<file path="src/rtl/dsw_pkg.sv">
package dsw_pkg;
    typedef enum logic [1:0] {
        DSW_HUNT  = 2'd0,
        DSW_WATCH = 2'd1,
        DSW_TRIP  = 2'd2
    } dsw_state_e;

    localparam int DSW_SHORT_DEF = 18050;
    localparam int DSW_LONG_DEF  = 50000;
    localparam int DSW_IDLES_DEF = 16;
endpackage

</file>
<file path="src/rtl/dsw_window_timer.sv">
module dsw_window_timer #(
    parameter int SHORT_CYCLES = dsw_pkg::DSW_SHORT_DEF,
    parameter int LONG_CYCLES  = dsw_pkg::DSW_LONG_DEF
) (
    input  logic clk,
    input  logic rst_n,
    input  logic clear,
    input  logic long_sel,
    output logic expired
);
    localparam int W = $clog2(LONG_CYCLES + 1);
    localparam logic [W-1:0] SHORT_LAST = W'(SHORT_CYCLES - 1);
    localparam logic [W-1:0] LONG_LAST  = W'(LONG_CYCLES - 1);

    logic [W-1:0] elapsed;
    logic [W-1:0] last;

    always_comb begin
        last    = long_sel ? LONG_LAST : SHORT_LAST;
        expired = (elapsed >= last);
    end

    always_ff @(posedge clk or negedge rst_n) begin
        if (!rst_n)        elapsed <= '0;
        else if (clear)    elapsed <= '0;
        else if (!expired) elapsed <= elapsed + 1'b1;
    end


    clear_zero_chk: assert property (@(posedge clk) disable iff (!rst_n)
        clear |=> (elapsed == '0));

    bound_chk: assert property (@(posedge clk) disable iff (!rst_n)
        elapsed <= LONG_LAST);
endmodule

</file>
<file path="src/rtl/dsw_idle_tally.sv">
module dsw_idle_tally #(
    parameter int MIN_IDLES = dsw_pkg::DSW_IDLES_DEF
) (
    input  logic clk,
    input  logic rst_n,
    input  logic clear,
    input  logic idle,
    output logic enough
);
    localparam int TW = $clog2(MIN_IDLES + 1);
    localparam logic [TW-1:0] TALLY_LAST = TW'(MIN_IDLES - 1);

    logic [TW-1:0] tally;

    assign enough = !clear && idle && (tally == TALLY_LAST);

    always_ff @(posedge clk or negedge rst_n) begin
        if (!rst_n)      tally <= '0;
        else if (clear)  tally <= '0;
        else if (enough) tally <= '0;
        else if (idle)   tally <= tally + 1'b1;
    end


    tally_clear_chk: assert property (@(posedge clk) disable iff (!rst_n)
        clear |=> (tally == '0));

    tally_bound_chk: assert property (@(posedge clk) disable iff (!rst_n)
        tally <= TALLY_LAST);
endmodule

</file>
<file path="src/rtl/desc_sync_watchdog.sv">
module desc_sync_watchdog
    import dsw_pkg::*;
#(
    parameter int SHORT_CYCLES = DSW_SHORT_DEF,
    parameter int LONG_CYCLES  = DSW_LONG_DEF,
    parameter int MIN_IDLES    = DSW_IDLES_DEF
) (
    input  logic clk,
    input  logic rst_n,
    input  logic locked_i,
    input  logic idle_i,
    input  logic long_sel_i,
    input  logic timer_dis_i,
    output logic lock_lost_o
);
    dsw_state_e state, state_nx;
    logic watching;
    logic hold_clear;
    logic win_clear;
    logic win_expired;
    logic idles_done;

    assign watching   = (state == DSW_WATCH);
    assign hold_clear = !watching || timer_dis_i;
    assign win_clear  = hold_clear || idles_done;

    dsw_window_timer #(
        .SHORT_CYCLES(SHORT_CYCLES),
        .LONG_CYCLES (LONG_CYCLES)
    ) u_window (
        .clk     (clk),
        .rst_n   (rst_n),
        .clear   (win_clear),
        .long_sel(long_sel_i),
        .expired (win_expired)
    );

    dsw_idle_tally #(
        .MIN_IDLES(MIN_IDLES)
    ) u_tally (
        .clk   (clk),
        .rst_n (rst_n),
        .clear (hold_clear),
        .idle  (idle_i),
        .enough(idles_done)
    );

    always_comb begin
        state_nx = state;
        unique case (state)
            DSW_HUNT:  if (locked_i) state_nx = DSW_WATCH;
            DSW_WATCH: begin
                if (!locked_i)                         state_nx = DSW_HUNT;
                else if (idles_done)                   state_nx = DSW_WATCH;
                else if (win_expired && !timer_dis_i)  state_nx = DSW_TRIP;
            end
            DSW_TRIP:  state_nx = DSW_HUNT;
            default:   state_nx = DSW_HUNT;
        endcase
    end

    always_ff @(posedge clk or negedge rst_n) begin
        if (!rst_n) state <= DSW_HUNT;
        else        state <= state_nx;
    end

    always_comb begin
        unique case (state)
            DSW_TRIP: lock_lost_o = 1'b1;
            default:  lock_lost_o = 1'b0;
        endcase
    end


    pulse_single_chk: assert property (@(posedge clk) disable iff (!rst_n)
        lock_lost_o |=> !lock_lost_o);

    dis_no_trip_chk: assert property (@(posedge clk) disable iff (!rst_n)
        (state == DSW_TRIP) |-> $past(!timer_dis_i));

    unlock_hunt_chk: assert property (@(posedge clk) disable iff (!rst_n)
        !$past(locked_i) |-> (state == DSW_HUNT));

    watch_locked_chk: assert property (@(posedge clk) disable iff (!rst_n)
        (state == DSW_WATCH) |-> $past(locked_i));

    trip_from_watch_chk: assert property (@(posedge clk) disable iff (!rst_n)
        (state == DSW_TRIP) |-> ($past(state) == DSW_WATCH));
endmodule

</file>
<file path="config.mk">
export PLATFORM = sky130hd
export DESIGN_NAME = desc_sync_watchdog
export DESIGN_NICKNAME = d
export VERILOG_FILES = /design/src/rtl/dsw_pkg.sv /design/src/rtl/dsw_window_timer.sv /design/src/rtl/dsw_idle_tally.sv /design/src/rtl/desc_sync_watchdog.sv
export SDC_FILE = /design/constraint.sdc
export NUM_CORES = 1
export LEC_CHECK = 0
export ABC_CLOCK_PERIOD_IN_PS = 3200
export BUFFER_PORTS_ARGS = -buffer_cell sky130_fd_sc_hd__buf_2
export CAP_MARGIN = 20
export CORE_MARGIN = 2
export CORE_UTILIZATION = 65
export CTS_CLUSTER_SIZE = 24
export DETAILED_ROUTE_END_ITERATION = 10
export GPL_TIMING_DRIVEN = 0
export PLACE_DENSITY = 0.87
export SYNTH_ARGS = -nofsm -noshare
export SYNTH_HDL_FRONTEND = slang
export SYNTH_SLANG_ARGS = --single-unit
</file>
<file path="constraint.sdc">
create_clock -name clk -period 3.2 [get_ports clk]
set_input_delay 0.16 -clock clk [delete_from_list [all_inputs] [get_ports clk]]
set_output_delay 0.16 -clock clk [all_outputs]
set_load 0.05 [all_outputs]
</file>
==> impl_metrics.tcl <==
set metrics [dict create \
    dp_hpwl_mm 2.41 \
    power_mw 0.470 \
    area_delta_synth_final_pct 6.41 \
    path_clk_slew_ps 140 \
    dp_cells 199 \
    die_y_um 52.4 \
    ys_ff_latch 23 \
    seq_area_frac_synth 0.378 \
    clock.fmax_mhz 424 \
    cp_top_family "compound AO/OA/AOI/OAI gates" \
    cts_num_sinks 23 \
    antenna_cells 0 \
    start_util 0.688 \
    grt_max_degree 24 \
    io_buffer_count 5 \
    hold_viol 0 \
    antenna_left 0 \
    grt_pass1_wl_mm 5.77 \
    die_w_um 52.4 \
    ioPinCount 7 \
    viasPerCell 6.87 \
    overflow 0 \
    wirelength_mm 3.41 \
    synth_edf_count 0 \
    ys.flop_type "dfrtp_1" \
    start_kind "flip-flop" \
    synthArstFlopShare 1.00 \
    die_area_mm2 0.00274 \
    required_ps 3400 \
    place_ws_ps 910 \
    drv_cap 0 \
    worstPathMaxFanout 10 \
    max-vdd-ir-drop_uv 248 \
    vias 1401 \
    endpoint_kind "flip-flop" \
    fin_crit_ps 2360 \
    powerDensity_mw_per_mm2 290 \
    gp_congestion 0.887 \
    tightest_slew_ps 739 \
    relSlewSlack 0.507 \
    slew_violations 0 \
    cts_buffer_depth 2 \
    drt_iter0_markers 39 \
    hold_slack_ps 88.6 \
    filler_cell_count 165 \
    syn_inst 166 \
    fp-row-count 17 \
    fin_crit_sh 0.737 \
    drc 0 \
    regArea_um2 576 \
    final_layout_size_suffix_gt1_frac 0.0966 \
    critPathBufInv 2 \
    finalNonFillerCells 204 \
    synth_fp_nets 183 \
    yosysMostFrequentCell "dfrtp_1" \
    synth_top_area_cell "dfrtp_1" \
    cts_tree "built" \
    setup-tns-final_ps 0 \
    finalSetupViolations 0 \
    first_global_vias 1308 \
    rsz0062_at_grt "false" \
    cpPeakStageDelay_ps 460 \
    multi_input_area_um2 891 \
    critPathArrivalTime_ps 2560 \
    synth.area.top_cells "dfrtp_1 (38%), ha_1 (9.0%), a21oi_1 (4.6%)" \
    fin_skew_ps 8.71 \
    ys_warn_count 0 \
    grt.total_usage 0.280 \
    core_mm2 0.00221 \
    numCtsBuffers 3 \
    critical_path_class "reg -> reg" \
    crit_chain "ha_1 -> and3_1 -> o311ai_4 -> nand2b_2 -> buf_6 -> buf_2 -> o311ai_0 -> nand2_1" \
    wl_per_cell_um 16.7 \
    htree_num_levels 1 \
    syn_area_per_cell_um2 9.17 \
    cp_slowest_cell "dfrtp_1" \
    antenna_found_initial 0 \
    netlist_area_mm2 0.00152 \
    finalWorstSetupSlack_ps 841 \
    synthTopCellsByCount "dfrtp_1 (23), nor2_1 (15), a21oi_1 (14)" \
    fin_nets 194 \
    cts_root_buf "clkbuf_4" \
    total_leakage_power_nw 0.721 \
    insertion_delay_ps 310 \
    hold_class "in -> reg" \
    synth_cell_types 43 \
    outcome "completed" \
    cts_setup_buffers 0 \
    first_pass_iters 4 \
    synth_top_area_frac 0.378 \
]
-- logic make-up after synthesis --
group,count (synthesis),synth area share
flip-flops,23,0.378
XOR/XNOR,1,0.00576
multiplexers,2,0.0140
AND/OR/NAND/NOR,78,0.296
buffers and inverters,12,0.0362
AO/OA/AOI/OAI,39,0.179
adder cells (fa/ha/maj),11,0.0905
-- layout make-up --
class,instances,share of cell area
buffer,9,0.0270
clock buffer,3,0.0139
tap,28,0.0216
inverter,3,0.00696
clock inverter,1,0.00309
multi-input combinational,131,0.550
timing repair buffer,6,0.0216
sequential,23,0.355
-- timing repair --
item | in CTS | in global routing
hold buffers | 1 | 0
gates resized for setup | 0 | 0
endpoints found under the hold margin | 23 | 0
-- sequential cells by signal (all words and copies together) (netlist names) --
| signal | flops |
|---|---|
| u_window.elapsed | 16 |
| u_tally.tally | 5 |
| state | 2 |
-- power breakdown --
part | switching, mW | internal, mW
Sequential | 0.00282 | 0.293
Combinational | 0.0241 | 0.0120
Clock | 0.0910 | 0.0467
-- per-stage QoR --
stage / util / instance area (um^2)
2_1_floorplan: - / 1520
5_1_grt: 0.732 / 1620
3_5_place_dp: 0.715 / 1580
3_3_place_gp: 0.715 / 1580
4_1_cts: 0.732 / 1620
6_report: 0.732 / 1620
-- routing by layer --
layer | vias to the layer above | global-route usage | part of all wire | wire, um
met5 | - | 0 | 0 | 0
met4 | 0 | 0.0897 | 0.013 | 44
met3 | 6 | 0.0229 | 0.057 | 195
met2 | 62 | 0.485 | 0.51 | 1740
met1 | 677 | 0.370 | 0.42 | 1430
li1 | 656 | - | - | -
-- worst register-to-register path, cell delays in order (launching register included) --
cell	delay, ps
dfrtp_1	460
ha_1	310
and3_1	220
o311ai_4	320
nand2b_2	130
buf_6	150
buf_2	180
o311ai_0	390
nand2_1	100
-- cells in the final DEF (no fill, tap or decap), types with 3 or more instances in the layout --
master / netlist / layout
nand2b_1: 5 / 5
or4_1: 5 / 5
nand3_1: 4 / 4
o31ai_1: 3 / 3
nand2_1: 12 / 12
clkbuf_1: 5 / 5
o21ai_0: 6 / 6
buf_2: 2 / 7
dfrtp_1: 23 / 23
o211ai_1: 5 / 5
a21oi_1: 14 / 14
or3_1: 3 / 3
nand4_1: 9 / 9
nand4b_1: 3 / 3
nor3_1: 3 / 3
and3_1: 6 / 6
ha_1: 11 / 11
nor2b_1: 3 / 3
nor2_1: 15 / 15
inv_1: 3 / 3
clkbuf_4: 0 / 3
-- path summary, 6_finish.rpt --
kind / start / to / slack, ps / cells past startpoint
setup / recovery: u_window.elapsed[10] / u_window.elapsed[5] / 840 / 8
hold / removal: locked_i / state[1] / 90 / 3
setup reg to reg: u_window.elapsed[10] / u_window.elapsed[5] / 840 / 8
hold reg to reg: u_window.elapsed[15] / u_window.elapsed[15] / 570 / 2
max in group asynchronous: rst_n / u_window.elapsed[6] / 2470 / 2
min in group asynchronous: rst_n / u_tally.tally[1] / 370 / 2
Note: power is estimated with default switching activity, not from simulation.
